**config.mk**
```make
export PLATFORM = sky130hd
export DESIGN_NAME = dac_xfer_unit
export DESIGN_NICKNAME = d
export VERILOG_FILES = /design/src/rtl/dac_xfer_pkg.sv /design/src/rtl/dac_trig_sync.sv /design/src/rtl/dac_trig_select.sv /design/src/rtl/dac_xfer_seq.sv /design/src/rtl/dac_xfer_unit.sv
export SDC_FILE = /design/constraint.sdc
export NUM_CORES = 1
export LEC_CHECK = 0
export ABC_AREA = 0
export CAP_MARGIN = 5
export CORE_AREA = 5 5 74 76
export DETAILED_ROUTE_END_ITERATION = 8
export DIE_AREA = 0 0 79 81
export GPL_ROUTABILITY_DRIVEN = 0
export MAX_ROUTING_LAYER = met4
export PLACE_DENSITY_LB_ADDON = 0.05
export RECOVER_POWER = 50
export SETUP_SLACK_MARGIN = 0.05
export SLEW_MARGIN = 0
export SYNTH_ARGS = -nofsm -noshare
export SYNTH_HDL_FRONTEND = slang
export SYNTH_SLANG_ARGS = --single-unit
```
**constraint.sdc**
```tcl
create_clock -name clk -period 2.2 [get_ports clk]
set_input_delay 0.22 -clock clk [delete_from_list [all_inputs] [get_ports clk]]
set_output_delay 0.22 -clock clk [all_outputs]
set_load 0.02 [all_outputs]
```
**src/rtl/dac_xfer_pkg.sv**
```systemverilog
package dac_xfer_pkg;

  localparam int DFLT_DATA_W  = 12;
  localparam int DFLT_HW_SRC  = 7;
  localparam int DFLT_LATENCY = 3;
  localparam int DFLT_SYNC    = 2;

  typedef enum logic {
    MODE_DIRECT    = 1'b0,
    MODE_TRIGGERED = 1'b1
  } xfer_mode_e;

  // Select width: hardware sources plus one software code.
  function automatic int sel_width(int n_hw);
    return $clog2(n_hw + 1);
  endfunction

  // The software trigger takes the code just past the hardware lines.
  function automatic int sw_code(int n_hw);
    return n_hw;
  endfunction

  // The counter value in which the load is launched: the register
  // edge at the end of that cycle makes the load visible.
  function automatic int launch_count(int latency);
    return latency - 1;
  endfunction

endpackage

```
**src/rtl/dac_trig_sync.sv**
```systemverilog
module dac_trig_sync #(
  parameter int N_LINES = 7,
  parameter int STAGES  = 2
) (
  input  logic               clk,
  input  logic               rst_n,
  input  logic [N_LINES-1:0] line_i,
  output logic [N_LINES-1:0] rise_o
);

  for (genvar g = 0; g < N_LINES; g++) begin : g_line
    logic [STAGES-1:0] chain;
    logic              last;

    always_ff @(posedge clk) begin
      if (!rst_n) begin
        chain <= '0;
        last  <= 1'b0;
      end else begin
        chain <= {chain[STAGES-2:0], line_i[g]};
        last  <= chain[STAGES-1];
      end
    end

    assign rise_o[g] = chain[STAGES-1] & ~last;

    // a detected edge lasts one cycle, so a held line cannot retrigger
    a_r5_single_rise: assert property (@(posedge clk) disable iff (!rst_n)
      rise_o[g] |=> !rise_o[g]);
  end

endmodule

```
**src/rtl/dac_trig_select.sv**
```systemverilog
module dac_trig_select #(
  parameter int N_HW  = 7,
  parameter int SEL_W = 3
) (
  input  logic             triggered,
  input  logic [SEL_W-1:0] sel,
  input  logic [N_HW-1:0]  hw_rise,
  input  logic             sw_level,
  output logic             start_req
);

  localparam int SW_CODE = dac_xfer_pkg::sw_code(N_HW);

  always_comb begin
    start_req = 1'b0;
    if (triggered) begin
      for (int i = 0; i < N_HW; i++) begin
        if (sel == SEL_W'(i)) start_req = hw_rise[i];
      end
      if (sel == SEL_W'(SW_CODE)) start_req = sw_level;
    end
  end

endmodule

```
**src/rtl/dac_xfer_seq.sv**
```systemverilog
module dac_xfer_seq #(
  parameter int LATENCY = 3
) (
  input  logic clk,
  input  logic rst_n,
  input  logic start_req,
  input  logic abort,
  output logic fire_o,
  output logic busy_o
);

  localparam int CNT_W  = $clog2(LATENCY);
  localparam int LAUNCH = dac_xfer_pkg::launch_count(LATENCY);

  logic [CNT_W-1:0] cnt;
  logic             busy;

  assign fire_o = busy && (cnt == CNT_W'(LAUNCH)) && !abort;
  assign busy_o = busy;

  always_ff @(posedge clk) begin
    if (!rst_n) begin
      busy <= 1'b0;
      cnt  <= '0;
    end else if (abort || fire_o) begin
      busy <= 1'b0;
      cnt  <= '0;
    end else if (busy) begin
      cnt  <= cnt + 1'b1;
    end else if (start_req) begin
      busy <= 1'b1;
      cnt  <= CNT_W'(1);
    end
  end

  // a pending transfer advances one step per cycle, whatever arrives
  a_r9_no_restart: assert property (@(posedge clk) disable iff (!rst_n)
    busy && !fire_o && !abort |=> busy && cnt == $past(cnt) + 1'b1);

  // a cancel leaves nothing pending
  a_r10_abort_clears: assert property (@(posedge clk) disable iff (!rst_n)
    abort |=> !busy);

  // the launch ends the pending state
  a_r6_fire_ends: assert property (@(posedge clk) disable iff (!rst_n)
    fire_o |=> !busy);

endmodule

```
**src/rtl/dac_xfer_unit.sv**
```systemverilog
module dac_xfer_unit #(
  parameter  int DATA_W      = dac_xfer_pkg::DFLT_DATA_W,
  parameter  int N_HW_SRC    = dac_xfer_pkg::DFLT_HW_SRC,
  parameter  int LATENCY     = dac_xfer_pkg::DFLT_LATENCY,
  parameter  int SYNC_STAGES = dac_xfer_pkg::DFLT_SYNC,
  localparam int SEL_W       = dac_xfer_pkg::sel_width(N_HW_SRC)
) (
  input  logic                clk,
  input  logic                rst_n,
  input  logic                hold_we,
  input  logic [DATA_W-1:0]   hold_wdata,
  input  logic                ctrl_we,
  input  logic                ctrl_trig_en,
  input  logic [SEL_W-1:0]    ctrl_src_sel,
  input  logic                sw_trig_set,
  input  logic [N_HW_SRC-1:0] hw_trig_in,
  output logic [DATA_W-1:0]   dac_code,
  output logic [DATA_W-1:0]   hold_q,
  output logic                sw_trig_q,
  output logic                load_pulse
);

  import dac_xfer_pkg::*;

  localparam int SW_CODE = sw_code(N_HW_SRC);

  xfer_mode_e         mode_q;
  logic [SEL_W-1:0]   sel_q;
  logic [N_HW_SRC-1:0] hw_rise;
  logic               start_req;
  logic               fire;
  logic               busy;
  logic               ctrl_change;
  logic               direct_load;
  logic               sw_done;

  assign ctrl_change = ctrl_we &&
                       ((ctrl_trig_en != mode_q) || (ctrl_src_sel != sel_q));
  assign direct_load = hold_we && (mode_q == MODE_DIRECT);
  assign sw_done     = fire && (sel_q == SEL_W'(SW_CODE));

  dac_trig_sync #(.N_LINES(N_HW_SRC), .STAGES(SYNC_STAGES)) u_sync (
    .clk    (clk),
    .rst_n  (rst_n),
    .line_i (hw_trig_in),
    .rise_o (hw_rise)
  );

  dac_trig_select #(.N_HW(N_HW_SRC), .SEL_W(SEL_W)) u_select (
    .triggered (mode_q == MODE_TRIGGERED),
    .sel       (sel_q),
    .hw_rise   (hw_rise),
    .sw_level  (sw_trig_q),
    .start_req (start_req)
  );

  dac_xfer_seq #(.LATENCY(LATENCY)) u_seq (
    .clk       (clk),
    .rst_n     (rst_n),
    .start_req (start_req),
    .abort     (ctrl_change),
    .fire_o    (fire),
    .busy_o    (busy)
  );

  // Control and holding registers
  always_ff @(posedge clk) begin
    if (!rst_n) begin
      mode_q <= MODE_DIRECT;
      sel_q  <= '0;
      hold_q <= '0;
    end else begin
      if (ctrl_we) begin
        mode_q <= xfer_mode_e'(ctrl_trig_en);
        sel_q  <= ctrl_src_sel;
      end
      if (hold_we) hold_q <= hold_wdata;
    end
  end

  // Software trigger bit: a cancel beats a set, and a set beats the load clear
  always_ff @(posedge clk) begin
    if (!rst_n)           sw_trig_q <= 1'b0;
    else if (ctrl_change) sw_trig_q <= 1'b0;
    else if (sw_trig_set) sw_trig_q <= 1'b1;
    else if (sw_done)     sw_trig_q <= 1'b0;
  end

  // Output register and its load marker
  always_ff @(posedge clk) begin
    if (!rst_n) begin
      dac_code   <= '0;
      load_pulse <= 1'b0;
    end else begin
      load_pulse <= direct_load || fire;
      if (direct_load)  dac_code <= hold_wdata;
      else if (fire)    dac_code <= hold_q;
    end
  end

  // the output code only moves on a marked load
  a_r11_change_marked: assert property (@(posedge clk) disable iff (!rst_n)
    (dac_code != $past(dac_code)) |-> load_pulse);

  // a direct-mode write lands one cycle later
  a_r2_direct_copy: assert property (@(posedge clk) disable iff (!rst_n)
    direct_load |=> load_pulse && dac_code == $past(hold_wdata));

  // the software bit only drops on its load or on a control write
  a_r8_sw_clear_on_load: assert property (@(posedge clk) disable iff (!rst_n)
    $fell(sw_trig_q) |-> load_pulse || $past(ctrl_we));

  // a cancelling write is never followed by a launch in the next cycle
  a_r10_no_load_after_cancel: assert property (@(posedge clk) disable iff (!rst_n)
    ctrl_change && busy |=> !fire);

endmodule

```
==> reports/qor.yml, run 1 <==
worst_setup_path:
  crit_chain: "xor2_1 > o41ai_4 > a31oi_2 > buf_4 > mux2i_1"
  cp_num_buf_inv: 1
  crit_family: "flip-flops"
  crit_cells: 5
  crit_slowest_cell: "dfxtp_1"
  start_kind: "flip-flop"
  worstSetupEndpointType: "flip-flop"
  worstPathArrival_ns: 1.94
  reg2reg_depth: 5
  required_ns: 2.39
  critPathMaxStageDelay_ns: 0.56
  path_class: "flip-flop to flip-flop"
  path_max_fanout: 13
power:
  intPower_mw: 1.54
  clockPowerShare_pct: 33.4
  leakage_nw: 1.17
  power_frac_seq_pct: 51.9
  p_sw_mw: 0.500
  finalPower_mw: 2.04
  p_per_area_nw_per_um2: 709
  pwr-share-comb_pct: 14.8
  switching_share_pct: 24.5
  vdd_ir_drop_max_v: 0.000346
global_route:
  antenna_found_initial: 0
  grt_pass1_vias: 1487
  grt_util_all_layers_pct: 14.1
  grt_pass1_wl_um: 6910
  grt_start_max_net_pins: 22
  grt_remaining_overflow: 0
sta:
  setup_tns_ns: 0
  max_clock_freq_mhz: 574
  finalCritPeriodShare_pct: 79.1
  worst_pin_slew_ns: 0.889
  post-route-min-period_ns: 1.74
  finalSetupViolations: 0
  relSlewSlack_pct: 40.8
  maxSlewViolCount: 0
  fin_worst_skew_ns: 0.00627
  rsz0062_at_grt: "no"
  hold_slack_ns: 0.444
  finalHoldViolations: 0
drt:
  wl_um: 4130
  viasPerCell: 4.76
  firstDrtPassIters: 4
  drt_iter0_drc: 75
  antenna_left: 0
  drc_errors: 0
  vias: 1520
  detail_route.wl_per_cell_um: 12.9
min_path:
  hold_class: "flip-flop to flip-flop"
  whs_path_depth: 1
cells_and_area:
  multi_input_area_um2: 1020
  regArea_um2: 1080
  final_common_cell: "dfxtp_1"
  num-nets-final: 293
  fillers: 434
  instances_no_fill: 319
  most-common-layout-cells: "54 x dfxtp_1, 48 x clkdlybuf4s50_1, 29 x nand2_1"
  insertedDiodeCount: 0
  layout-area-overhead-vs-synth_pct: 31.5
  drive_above_1_share_pct: 11.3
  fin_area_um2: 2880
job:
  maxCapViolCount: 0
clock_tree:
  cts_setup_buffers: 0
  clk_latency_ns: 0.31
  htreeDepth: 2
  max-clock-path-buffers: 2
  cts_tree: "built"
  clockRootBuffer: "clkbuf_8"
  cts_resized: 0
  clkSinkCount: 54
  path_clk_slew_ns: 0.10
  cts_buffers: 5
  cts_hold_buffers: 0
floorplanning:
  die_area_um2: 6400
  io_pins: 54
  std_cell_rows: 25
  die_h_um: 81
  fp.dieW_um: 79
  start_util_pct: 46.9
  coreArea_um2: 4660
synth:
  synth_nets: 239
  yosys.area_share.simple_pct: 20.7
  yosysSeqAreaShare_pct: 49.5
  synth_top_family_by_area: "simple AND/OR/NAND/NOR gates"
  muxShareOfSynthArea_pct: 19.0
  synth-xor-area-share_pct: 1.60
  synthAdderAreaFrac_pct: 0.572
  ys_types: 32
  avgSynthCellArea_um2: 10.4
  yosys_warnings: 0
  netlist_instances: 210
  synth_compound_gate_area_share_pct: 4.98
  ys_seq_elements: 54
  syn_area_um2: 2190
placement:
  dpl_cell_area_um2: 2770
  hpwl_um: 3010
  io_buffers: 53
  place_inst: 311
outcome:
  status: "finished, final reports clean"
## per-stage QoR
stage                     util, %  worst slack (ns)
after floorplan                 -             0.600
after global placement       59.4             0.334
after detailed placement     59.4             0.316
after CTS                    61.9             0.432
after global routing         61.7             0.331
final                        61.7             0.459
## routing by layer
metal  up-vias  routed length [um]  track usage [%]
li1        801                   -                -
met5         -                   0                -
met4         0                  61             6.19
met3         7                 275             4.32
met2        41                1680             19.7
met1       671                2110             18.8
## synthesized netlist by cell type
master	instances	area, um2
or4_4	1	11.3
xor2_1	4	35.0
buf_6	2	22.5
a211oi_2	1	12.5
o21ai_0	2	10.0
mux2i_1	28	280
ha_1	1	12.5
and2_2	1	7.51
a31oi_2	1	12.5
nor3_1	2	10.0
nor2b_1	18	113
buf_2	2	10.0
buf_1	1	3.75
dfxtp_1	54	1080
and3b_1	1	8.76
o2111a_1	1	11.3
nand3_1	2	10.0
a21oi_1	2	10.0
nand2_1	29	109
a2111oi_0	1	8.76
nor2_1	3	11.3
o41ai_1	1	8.76
clkbuf_1	8	30.0
mux2_2	12	135
o41ai_4	1	27.5
or3b_1	1	8.76
inv_1	4	15.0
and2_1	21	131
nor4_1	1	6.26
and3b_2	1	10.0
o31ai_1	1	7.51
nor3b_1	2	15.0
## kinds of logic after synthesis
family,count (synthesis)
AND/OR/NAND/NOR,83
XOR/XNOR,4
multiplexers,40
buffers and inverters,17
flip-flops,54
AO/OA/AOI/OAI,11
adder cells (fa/ha/maj),1
## power groups by stage
stage	clock [mW]	combinational, mW	sequential [mW]
2_1_floorplan	0	0.147	1.10
3_3_place_gp	0	0.307	1.08
3_5_place_dp	0	0.309	1.08
4_1_cts	0.701	0.311	1.06
5_1_grt	0.743	0.328	1.07
6_report	0.681	0.301	1.06
## area by class of cell
class	count	share of cell area [%]
Clock inverter	3	1.65
Tap cell	54	2.35
Sequential cell	54	37.6
Clock buffer	5	2.39
Inverter	4	0.522
Multi-Input combinational cell	139	35.6
Timing Repair Buffer	60	19.9
## flip-flops by register name (all words and copies together) (netlist names)
| signal | cells |
|---|---|
| sw_trig_q | 1 |
| u_sync.g_line.chain | 14 |
| hold_q | 12 |
| mode_q | 1 |
| u_seq.busy_o | 1 |
| dac_code | 12 |
| load_pulse | 1 |
| u_seq.cnt | 2 |
| sel_q | 3 |
| u_sync.g_line.last | 7 |
## worst paths after layout
check / start / to / slack [ns]
max reg2reg: sel_q[0] / dac_code[8] / 0.46
max: sel_q[0] / dac_code[8] / 0.46
min reg2reg: u_sync.g_line[3].chain[0] / u_sync.g_line[3].chain[1] / 0.44
min: u_sync.g_line[3].chain[0] / u_sync.g_line[3].chain[1] / 0.44
## worst register-to-register path, cell delays in order (launching register included)
cell     delay [ns]
dfxtp_1        0.56
xor2_1         0.16
o41ai_4        0.43
a31oi_2        0.13
buf_4          0.22
mux2i_1        0.14
No activity file was read; power rests on OpenSTA's default activity.
==> inputs of run 2 (changes only) <==
==> constraint.sdc (replaced) <==
create_clock -name clk -period 1.7 [get_ports clk]
set_input_delay 0.17 -clock clk [delete_from_list [all_inputs] [get_ports clk]]
set_output_delay 0.17 -clock clk [all_outputs]
set_load 0.02 [all_outputs]
==> reports/qor.yml, run 2 (same netlist as run 1, synthesis figures left out) <==
outcome:
  status: "finished, final reports clean"
sta:
  post-route-min-period_ns: 1.59
  finalHoldViolations: 0
  layout_setup_ws_ns: 0.112
  max_clock_freq_mhz: 630
  maxSlewViolCount: 0
  worst_pin_slew_ns: 0.878
  rsz0062_at_grt: "yes"
  fin_worst_skew_ns: 0.0105
  hold_slack_ns: 0.393
  finalCritPeriodShare_pct: 93.4
  relSlewSlack_pct: 41.5
  finalSetupViolations: 0
cells_and_area:
  num-nets-final: 297
  drive_above_1_share_pct: 13.4
  top_regs: "u_sync.g_line.chain (14), dac_code (12), hold_q (12)"
  most-common-layout-cells: "52 x dfxtp_1, 49 x clkdlybuf4s50_1, 29 x nand2_1"
  layout-area-overhead-vs-synth_pct: 34.3
  regMostFlops: "u_sync.g_line.chain"
  largest_reg_flops: 14
  final_common_cell: "dfxtp_1"
  instances_no_fill: 323
  insertedDiodeCount: 0
clock_tree:
  max-clock-path-buffers: 2
  clockRootBuffer: "clkbuf_8"
  clk_latency_ns: 0.30
  htreeDepth: 2
  clkSinkCount: 54
  path_clk_slew_ns: 0.10
  cts_buffers: 5
  cts_tree: "built"
placement:
  io_buffers: 53
  place_inst: 315
  hpwl_um: 2990
  place_ws_ns: -0.105
min_path:
  hold_class: "input pin to flip-flop"
power:
  p_per_area_nw_per_um2: 901
  vdd_ir_drop_max_v: 0.000685
  leakage_nw: 1.19
drt:
  detail_route.wl_per_cell_um: 12.8
  vias: 1557
  antenna_left: 0
  drc_errors: 0
  wl_um: 4140
  firstDrtPassIters: 4
  viasPerCell: 4.82
  drt_iter0_drc: 85
global_route:
  antenna_found_initial: 0
  grt_pass1_wl_um: 6810
  grt_start_max_net_pins: 22
  grt_remaining_overflow: 0
  grt_util_all_layers_pct: 13.8
  grt_pass1_vias: 1473
floorplanning:
  coreArea_um2: 4660
  io_pins: 54
  die_h_um: 81
  die_area_um2: 6400
  start_util_pct: 46.9
  std_cell_rows: 25
  fp.dieW_um: 79
worst_setup_path:
  worstSetupEndpointType: "flip-flop"
  path_max_fanout: 7
  path_class: "flip-flop to flip-flop"
  required_ns: 1.93
  start_kind: "flip-flop"
  worstPathArrival_ns: 1.82
job:
  maxCapViolCount: 0
==> run 2: cell count changes in the layout (fill, tap and decap cells not counted) <==
cell	delta
a2111oi_0	-1
a2111oi_1	+1
buf_12	+2
buf_4	+1
clkbuf_4	+1
clkdlybuf4s50_1	+1
dfxtp_1	-2
dfxtp_2	+1
dfxtp_4	+1
dlygate4sd3_1	-1
==> run 2: stage by stage <==
| step | power [mW] | instance area, um2 | TNS (ns) | util (%) |
|---|---|---|---|---|
| 2_1_floorplan | 1.62 | 2190 | 0 | - |
| 3_3_place_gp | 1.82 | 2840 | -0.942 | 60.9 |
| 3_5_place_dp | 1.82 | 2840 | -1.23 | 60.9 |
| 4_1_cts | 2.69 | 2960 | 0 | 63.4 |
| 5_1_grt | 2.78 | 2940 | 0 | 63.0 |
| 6_report | 2.65 | 2940 | 0 | 63.0 |
==> run 2: worst max-delay path, stage by stage (launching register included) <==
cell      delay, ns
dfxtp_4        0.39
or3b_1         0.37
o2111a_1       0.14
or4_4          0.43
a211oi_2       0.18
==> run 2: final cells by class <==
class / count / area [um2]
well taps: 54 / 67.6
clock inverters: 3 / 47.5
multi-input cells: 139 / 1020
fillers: 387 / 1720
inverters: 4 / 15.0
clock buffers: 5 / 68.8
flip-flops and latches: 54 / 1090
repair buffers: 64 / 627
==> run 2: final timing paths <==
path	from	to	slack [ns]	cells after the start
worst max-delay path	sel_q[0]	u_seq.cnt[0]	0.11	4
worst min-delay path	sw_trig_set	sw_trig_q	0.39	3
worst max register to register	sel_q[0]	u_seq.cnt[0]	0.11	4
worst min register to register	u_sync.g_line[6].chain[0]	u_sync.g_line[6].chain[1]	0.44	1
==> run 2: metal layers <==
layer	global-route usage, %	routed length [um]	up-vias
met5	-	0	-
met3	4.21	241	4
met4	3.61	40	0
met2	20.8	1740	42
li1	-	-	816
met1	18.0	2120	695
==> run 2: timing repair <==
item	in CTS	in global routing
gates resized for setup	1	4
buffers inserted	0	1
hold endpoints to repair	0	0
pin swaps	2	0
hold buffers	0	0
setup endpoints to repair	14	11
==> run 2: report_power, final <==
part	switching (mW)	internal (mW)	leakage (nW)
Combinational	0.183	0.233	0.691
Clock	0.420	0.447	0.0587
Sequential	0.0356	1.33	0.445
